===== config.mk =====
export PLATFORM = sky130hd
export DESIGN_NAME = gpio_irq_ctrl
export DESIGN_NICKNAME = d
export VERILOG_FILES = /design/src/rtl/gpirq_pkg.sv /design/src/rtl/gpirq_sync.sv /design/src/rtl/gpirq_detect.sv /design/src/rtl/gpirq_regs.sv /design/src/rtl/gpio_irq_ctrl.sv
export SDC_FILE = /design/constraint.sdc
export NUM_CORES = 1
export LEC_CHECK = 0
export ABC_CLOCK_PERIOD_IN_PS = 2870
export BUFFER_PORTS_ARGS = -buffer_cell sky130_fd_sc_hd__buf_4
export CAP_MARGIN = 20
export CORE_ASPECT_RATIO = 0.5
export CORE_MARGIN = 2
export CORE_UTILIZATION = 45
export DETAILED_ROUTE_END_ITERATION = 7
export HOLD_SLACK_MARGIN = 0.06
export PLACE_DENSITY = 0.7
export SYNTH_ARGS = -nofsm -noshare
export SYNTH_HDL_FRONTEND = slang
export SYNTH_SLANG_ARGS = --single-unit

===== constraint.sdc =====
create_clock -name clk -period 2.87 [get_ports clk]
set_input_delay 0.7175 -clock clk [delete_from_list [all_inputs] [get_ports clk]]
set_output_delay 0.7175 -clock clk [all_outputs]
set_load 0.01 [all_outputs]

===== src/rtl/gpirq_pkg.sv =====
package gpirq_pkg;

  // Word indices of the register map (byte offset = index * 4)
  typedef enum logic [3:0] {
    RSEL_ENA   = 4'd0,
    RSEL_MASK  = 4'd1,
    RSEL_TRIG  = 4'd2,
    RSEL_POL   = 4'd3,
    RSEL_CLR   = 4'd4,
    RSEL_PEND  = 4'd5,
    RSEL_NONE  = 4'd15
  } rsel_e;

  localparam int BUS_W = 32;

  // Event for one pin: trig=0 level, trig=1 edge; pol=1 high/rising
  function automatic logic pin_event(input logic trig, input logic pol,
                                     input logic cur, input logic old);
    logic rise, fall;
    rise = cur & ~old;
    fall = ~cur & old;
    if (trig) return pol ? rise : fall;
    else      return pol ? cur : ~cur;
  endfunction

  // Next state of a pending vector: new events win over clears
  function automatic logic [BUS_W-1:0] pend_next(input logic [BUS_W-1:0] pend,
                                                 input logic [BUS_W-1:0] clr,
                                                 input logic [BUS_W-1:0] set);
    return (pend & ~clr) | set;
  endfunction

endpackage


===== src/rtl/gpirq_sync.sv =====
module gpirq_sync #(
  parameter int W      = 32,
  parameter int STAGES = 2
) (
  input  logic         clk,
  input  logic         rst_n,
  input  logic [W-1:0] pin_i,
  output logic [W-1:0] cur_o,
  output logic [W-1:0] old_o
);

  logic [W-1:0] stg [STAGES];
  logic [W-1:0] old_q;

  always_ff @(posedge clk or negedge rst_n) begin
    if (!rst_n) stg[0] <= '0;
    else        stg[0] <= pin_i;
  end

  for (genvar k = 1; k < STAGES; k++) begin : g_stage
    always_ff @(posedge clk or negedge rst_n) begin
      if (!rst_n) stg[k] <= '0;
      else        stg[k] <= stg[k-1];
    end
  end

  always_ff @(posedge clk or negedge rst_n) begin
    if (!rst_n) old_q <= '0;
    else        old_q <= stg[STAGES-1];
  end

  assign cur_o = stg[STAGES-1];
  assign old_o = old_q;

  // Cycles since reset, saturating at STAGES, so $past never reaches into reset
  localparam int CW = $clog2(STAGES + 1);
  logic [CW-1:0] up_q;
  always_ff @(posedge clk or negedge rst_n) begin
    if (!rst_n)                            up_q <= '0;
    else if (up_q != CW'(STAGES))          up_q <= up_q + 1'b1;
  end


  sync_latency_chk: assert property (@(posedge clk) disable iff (!rst_n)
    (up_q == CW'(STAGES)) |-> (cur_o == $past(pin_i, STAGES)));

endmodule


===== src/rtl/gpirq_detect.sv =====
module gpirq_detect #(
  parameter int W = 32
) (
  input  logic         clk,
  input  logic         rst_n,
  input  logic [W-1:0] cur_i,
  input  logic [W-1:0] old_i,
  input  logic [W-1:0] trig_i,
  input  logic [W-1:0] pol_i,
  output logic [W-1:0] evt_o,
  output logic [W-1:0] rise_o
);
  import gpirq_pkg::*;

  for (genvar p = 0; p < W; p++) begin : g_pin
    assign evt_o[p]  = pin_event(trig_i[p], pol_i[p], cur_i[p], old_i[p]);
    assign rise_o[p] = cur_i[p] & ~old_i[p];
  end

  // a raw rising edge can never repeat on the next cycle
  rise_single_chk: assert property (@(posedge clk) disable iff (!rst_n)
    ((rise_o & $past(rise_o)) == '0));

endmodule


===== src/rtl/gpirq_regs.sv =====
module gpirq_regs #(
  parameter int W      = 32,
  parameter int ADDR_W = 8
) (
  input  logic              clk,
  input  logic              rst_n,
  input  logic              bus_en,
  input  logic              bus_we,
  input  logic [ADDR_W-1:0] bus_addr,
  input  logic [31:0]       bus_wdata,
  input  logic [W-1:0]      evt_i,
  output logic [W-1:0]      trig_o,
  output logic [W-1:0]      pol_o,
  output logic [31:0]       bus_rdata,
  output logic [W-1:0]      irq_o
);
  import gpirq_pkg::*;

  logic [W-1:0] ena_q, mask_q, trig_q, pol_q, pend_q;
  rsel_e        sel;
  logic         wr;
  logic         clr_wr;
  logic [W-1:0] wval;
  logic [W-1:0] set_bits;
  logic [W-1:0] clr_bits;
  logic [W-1:0] rd_val;

  // Address decode: word aligned, mapped indices only
  always_comb begin
    sel = RSEL_NONE;
    if (bus_addr[1:0] == 2'b00) begin
      case (bus_addr[ADDR_W-1:2])
        (ADDR_W-2)'(0): sel = RSEL_ENA;
        (ADDR_W-2)'(1): sel = RSEL_MASK;
        (ADDR_W-2)'(2): sel = RSEL_TRIG;
        (ADDR_W-2)'(3): sel = RSEL_POL;
        (ADDR_W-2)'(4): sel = RSEL_CLR;
        (ADDR_W-2)'(5): sel = RSEL_PEND;
        default:        sel = RSEL_NONE;
      endcase
    end
  end

  assign wr       = bus_en & bus_we;
  assign wval     = bus_wdata[W-1:0];
  assign clr_wr   = wr & (sel == RSEL_CLR);
  assign set_bits = evt_i & ena_q;
  assign clr_bits = clr_wr ? wval : '0;

  always_ff @(posedge clk or negedge rst_n) begin
    if (!rst_n) begin
      ena_q  <= '0;
      mask_q <= '0;
      trig_q <= '0;
      pol_q  <= '0;
    end else if (wr) begin
      case (sel)
        RSEL_ENA:  ena_q  <= wval;
        RSEL_MASK: mask_q <= wval;
        RSEL_TRIG: trig_q <= wval;
        RSEL_POL:  pol_q  <= wval;
        default: ;
      endcase
    end
  end

  always_ff @(posedge clk or negedge rst_n) begin
    if (!rst_n) pend_q <= '0;
    else        pend_q <= W'(pend_next(BUS_W'(pend_q), BUS_W'(clr_bits), BUS_W'(set_bits)));
  end

  always_comb begin
    case (sel)
      RSEL_ENA:  rd_val = ena_q;
      RSEL_MASK: rd_val = mask_q;
      RSEL_TRIG: rd_val = trig_q;
      RSEL_POL:  rd_val = pol_q;
      RSEL_PEND: rd_val = pend_q;
      default:   rd_val = '0;
    endcase
    bus_rdata = '0;
    bus_rdata[W-1:0] = rd_val;
  end

  assign trig_o = trig_q;
  assign pol_o  = pol_q;
  assign irq_o  = pend_q & ena_q & mask_q;


  pend_needs_ena_chk: assert property (@(posedge clk) disable iff (!rst_n)
    ((pend_q & ~$past(pend_q) & ~$past(ena_q)) == '0));


  clr_takes_chk: assert property (@(posedge clk) disable iff (!rst_n)
    (clr_wr && ((wval & ~set_bits) != '0)) |=> ((pend_q & $past(wval & ~set_bits)) == '0));


  pend_hold_chk: assert property (@(posedge clk) disable iff (!rst_n)
    (!clr_wr && set_bits == '0) |=> $stable(pend_q));

endmodule


===== src/rtl/gpio_irq_ctrl.sv =====
module gpio_irq_ctrl #(
  parameter int NPINS       = 32,
  parameter int ADDR_W      = 8,
  parameter int SYNC_STAGES = 2
) (
  input  logic              clk,
  input  logic              rst_n,
  input  logic [NPINS-1:0]  pin_i,
  input  logic              bus_en,
  input  logic              bus_we,
  input  logic [ADDR_W-1:0] bus_addr,
  input  logic [31:0]       bus_wdata,
  output logic [31:0]       bus_rdata,
  output logic [NPINS-1:0]  irq_o
);

  logic [NPINS-1:0] cur_s, old_s, trig_s, pol_s, evt_s, rise_s;

  gpirq_sync #(.W(NPINS), .STAGES(SYNC_STAGES)) i_sync (
    .clk(clk), .rst_n(rst_n), .pin_i(pin_i), .cur_o(cur_s), .old_o(old_s)
  );

  gpirq_detect #(.W(NPINS)) i_detect (
    .clk(clk), .rst_n(rst_n), .cur_i(cur_s), .old_i(old_s),
    .trig_i(trig_s), .pol_i(pol_s), .evt_o(evt_s), .rise_o(rise_s)
  );

  gpirq_regs #(.W(NPINS), .ADDR_W(ADDR_W)) i_regs (
    .clk(clk), .rst_n(rst_n), .bus_en(bus_en), .bus_we(bus_we),
    .bus_addr(bus_addr), .bus_wdata(bus_wdata), .evt_i(evt_s),
    .trig_o(trig_s), .pol_o(pol_s), .bus_rdata(bus_rdata), .irq_o(irq_o)
  );

  // an interrupt line only rises on a cycle after a change in the block's registers
  irq_cause_chk: assert property (@(posedge clk) disable iff (!rst_n)
    ((irq_o & ~$past(irq_o) & ~$past(evt_s)) == '0) || $past(bus_en && bus_we));

endmodule


---- After elaboration in Yosys (flattened, before gate mapping) ----
Cells that the tools add are included.
operators by class
  reduce and logical (&&, ||, !) cells .... 7
  muxes and demuxes ....................... 100
  eq/ne operators ......................... 10
  bitwise gates (word level) .............. 136
operator list
  operator            number
  $pmux 32 s5         1
  $and 32x32->32      4
  $mux 1              96
  $and 1x1->1         66
  $not 1->1           64
  $mux 32             1
  $not 32->32         1
  $or 32x32->32       1
  $pmux 4 s6          1
  $eq 6x2->1 const B  2
  $eq 6x3->1 const B  2
  $eq 4x2->1 const B  2
  $eq 4x3->1 const B  2
  $reduce_and 2->1    4
  $eq 6x1->1 const B  1
  $logic_not 6->1     1
  $eq 4x1->1 const B  1
  $logic_not 4->1     1
  $mux 4              1
  $logic_not 2->1     1
word-level totals
  input bits .............................. 76
  output and inout port bits .............. 64
  logic and storage cells ................. 261
  register bits after elaboration ......... 256

---- Depth between registers and ports, before layout ----
  depth in word-level cells ............... 9
  depth in mapped cells ................... 7
  depth with buffers taken out ............ 4

---- Modules after synthesis ----
From an unflattened synthesis, not the netlist that was laid out.
second synthesis, totals
  cell total of the unflattened synthesis .. 946
  area total of the unflattened synthesis .. 11621.1 µm²
by module, submodules not included
  module        area an instance (µm²)  times used  cells each  sequential area each (µm²)
  gpirq_regs    7937.6                  1           658         4003.8
  gpirq_sync    2642.5                  1           128         2402.3
  gpirq_detect  1041.0                  1           160         0.0

---- Worst setup path after synthesis ----
Ideal clock, no wire load.
  kind .................................... input -> output
  from .................................... input bus_addr[2]
  to ...................................... output bus_rdata[21]
  cell stages on the path ................. 7
  path buffers ............................ 3
  required time ........................... 2152 ps
  arrival ................................. 1988 ps
  slack ................................... 165 ps
  path through ............................ buf_2 buf_2 buf_2 mux2i_1 o21ai_0 a222oi_1 nor2_1
between the ends
  longest elaborated chain between the ends .. 5
  elaborated cells between the ends (all ways) .. 14
  those cells by class .................... 9 x eq/ne; 3 x mux; 2 x reduce/logical
RTL lines
  item                                      line                 source
  from (decl)                               gpio_irq_ctrl.sv:11  input logic [ADDR_W-1:0] bus_addr,
  $eq 6x3->1, or another cell as far along  gpirq_regs.sv:32     case (bus_addr[ADDR_W-1:2])
  $pmux 4 s6 *                              gpirq_regs.sv:32
  $mux 4 *                                  gpirq_regs.sv:31     if (bus_addr[1:0] == 2'b00) begin
  $eq 4x3->1, or another cell as far along  gpirq_regs.sv:73     case (sel)
  $pmux 32 s5 *                             gpirq_regs.sv:73
  to (decl)                                 gpio_irq_ctrl.sv:13  output logic [31:0] bus_rdata,
Mark *: on every way between the ends. The rest lies on a longest branch, timed or not.

---- Worst setup path after layout ----
  from .................................... input bus_addr[2]
  to ...................................... output bus_rdata[0]
Same word-level chain as after synthesis.

==> metrics.csv <==
metric,value,unit
status,"complete, but fails checks",
violations,design-rule violations,
synth_compound_area_share,10.4,%
setup-tns-final,0,ps
coreArea,23200,µm²
fmax,372,MHz
grt_pass1_wl,42.0,mm
peakVddDrop,301,µV
hold_ws,191,ps
cp_data_required_time,2150,ps
row_count,39,
io_buffer_count,139,
end_kind,primary output,
grt_max_degree,86,
netlist_instances,861,
gr-usage-all-layers,21.0,%
slew_headroom,53.8,%
min_period,2690,ps
die_w,223,µm
yosys.area_share.adder,0,%
num_vias,7555,
ys_ff_latch,256,
clock_latency,520,ps
wirelength,25.9,mm
grt_pass1_vias,7817,
yosys_warnings,0,
tightest_slew,692,ps
io_pins,140,
leakage,6.08,nW
crit_path_max_fanout,23,
dr.first_iter.drc_count,610,
final_cells,1338,
drive_above_1_share,35.6,%
avgRoutedWirePerCell,19.3,µm
synth-simple-area-share,11.2,%
die-area,25300,µm²
antenna_found_initial,0,
yosysUniqueCellTypes,25,
areaGrowthSynthToFinish,22.2,%
cts_max_level,1,
num_antenna_cells,0,
power-per-cell-area,565,nW/µm²
period_share,93.7,%
post-cts-setup-buffers,0,
synthesis.nets,937,
firstDrtPassIters,8,
synth_area_per_cell,12.5,µm²
hpwl,16.9,mm
cts.repair.resized,0,
synth_top_family_by_area,multiplexers,
initial_core_util,46.5,%
postCtsHoldBufs,0,
synthXorXnorAreaFrac,0,%
cts.sink_count,256,
drv_slew,0,
drc_errors,10,
finish.net_count,1089,
via_per_inst,5.65,
setup_viol,0,
post-place-ws,183,ps
gp_congestion,0.823,
maxCapViolations,0,
finClkSkew,6.24,ps
path_clk_slew,60,ps
overflow,0,
fin_ws,181,ps
cts_tree,done,
critPathArrivalTime,1970,ps
critPathKind,in2out,
holdCritPathClass,in2async,
finalHoldViolations,0,
ant_nets,0,
critPathLaunchType,primary input,
rsz0062_at_grt,false,
ys_seq_area_share,59.5,%
numCtsBuffers,24,
syn_area,10800,µm²
muxShareOfSynthArea,16.5,%
placed_cells,1294,
die_h,113,µm
clockBufferDepth,3,
clock-root-buffer,clkbuf_16,
## placed cells by master (no fill, tap or decap), drive strengths merged
cell and n:
mux2 129, o21ai 63, nor4 4, a21oi 34, nor2b 32, nor4bb 1
nor3 32, dfrtp 256, and3 32, nand2b 3, inv 1, mux2i 32
nand3 32, clkbuf 34, buf 170, nand2 66, clkinvlp 2, bufinv 1
clkinv 8, a21bo 32, and4b 1, nor2 34, a222oi 31, a211o 1
## per-stage QoR
stage	util (%)	area (µm²)	total power, mW
after floorplan	-	10800	4.05
after global placement	53.4	12400	4.32
after detailed placement	53.4	12400	4.34
after CTS	56.8	13200	7.53
after global routing	56.8	13200	7.76
final	56.8	13200	7.44
## metal layers
layer / part of all wire, % / up-vias / track usage [%] / routed length [µm]
met1: 43 / 3851 / 28.2 / 11200
met5: 0 / - / 0 / 0
met2: 49 / 230 / 34.9 / 12600
met4: 2.0 / 0 / 5.64 / 518
li1: - / 3432 / - / -
met3: 6.2 / 42 / 4.59 / 1610
## synthesized netlist by cell type
| cell | count | area [µm²] |
|---|---|---|
| mux2i_1 | 32 | 320 |
| o21ai_0 | 63 | 315 |
| buf_2 | 10 | 50.1 |
| nor4_2 | 1 | 12.5 |
| buf_6 | 10 | 113 |
| a21oi_1 | 34 | 170 |
| and4b_1 | 1 | 10.0 |
| nor4_4 | 3 | 63.8 |
| nand2_1 | 66 | 248 |
| clkbuf_1 | 24 | 90.1 |
| inv_1 | 1 | 3.75 |
| mux2_2 | 116 | 1310 |
| nand2b_1 | 3 | 18.8 |
| nand3_1 | 32 | 160 |
| clkinv_1 | 1 | 3.75 |
| and3_1 | 32 | 200 |
| mux2_1 | 13 | 146 |
| dfrtp_1 | 256 | 6410 |
| a21bo_2 | 32 | 320 |
| nor4bb_1 | 1 | 10.0 |
| nor2b_1 | 32 | 200 |
| nor2_1 | 34 | 128 |
| nor3_1 | 32 | 160 |
| a222oi_1 | 31 | 310 |
| a211o_1 | 1 | 8.76 |
## final cells by class
class                           count  area [µm²]
Clock buffer                       34         709
Clock inverter                     10        80.1
Fill cell                        1888       10000
Inverter                            2        7.51
Multi-Input combinational cell    559        4140
Sequential cell                   256        6410
Tap cell                          307         384
Timing Repair Buffer              170        1450
## sequential cells by signal, summed over array words and instances (netlist names)
name           cells
i_regs.pol_o      32
i_sync.cur_o      32
i_sync.old_o      32
i_regs.trig_o     32
i_regs.ena_q      32
i_regs.pend_q     32
i_regs.mask_q     32
i_sync.stg        32
## kinds of logic after synthesis
logic type | Yosys count
flops | 256
simple gates | 237
compound gates | 161
mux | 161
buf+inv | 46
## worst max-delay path: stages
cell	delay [ps]
buf_4	150
buf_12	200
nor2_4	70
buf_12	160
a222oi_1	380
nor2_1	120
buf_4	160
## path summary, 6_finish.rpt
kind,startpoint,endpoint,slack (ps),cells after the start
setup / recovery,bus_addr[2],bus_rdata[0],180,7
hold / removal,rst_n,i_sync.stg[54]$_DFF_PN0_,190,1
setup reg to reg,i_regs.trig_o[11]$_DFFE_PN0P_,i_regs.pend_q[11]$_DFF_PN0_,1730,4
hold reg to reg,i_sync.stg[40]$_DFF_PN0_,i_sync.cur_o[8]$_DFF_PN0_,340,0
max in group asynchronous,rst_n,i_regs.mask_q[2]$_DFFE_PN0P_,1890,2
min in group clk,pin_i[29],i_sync.stg[61]$_DFF_PN0_,300,1
## power breakdown
| group | switching, mW | internal (mW) | leakage, nW | total [mW] |
|---|---|---|---|---|
| Combinational | 0.235 | 0.204 | 2.51 | 0.440 |
| Sequential | 0.0940 | 3.74 | 3.18 | 3.83 |
| Clock | 1.36 | 1.81 | 0.391 | 3.17 |
| Total | 1.69 | 5.76 | 6.08 | 7.44 |
Power figures use the tool's default switching activity.
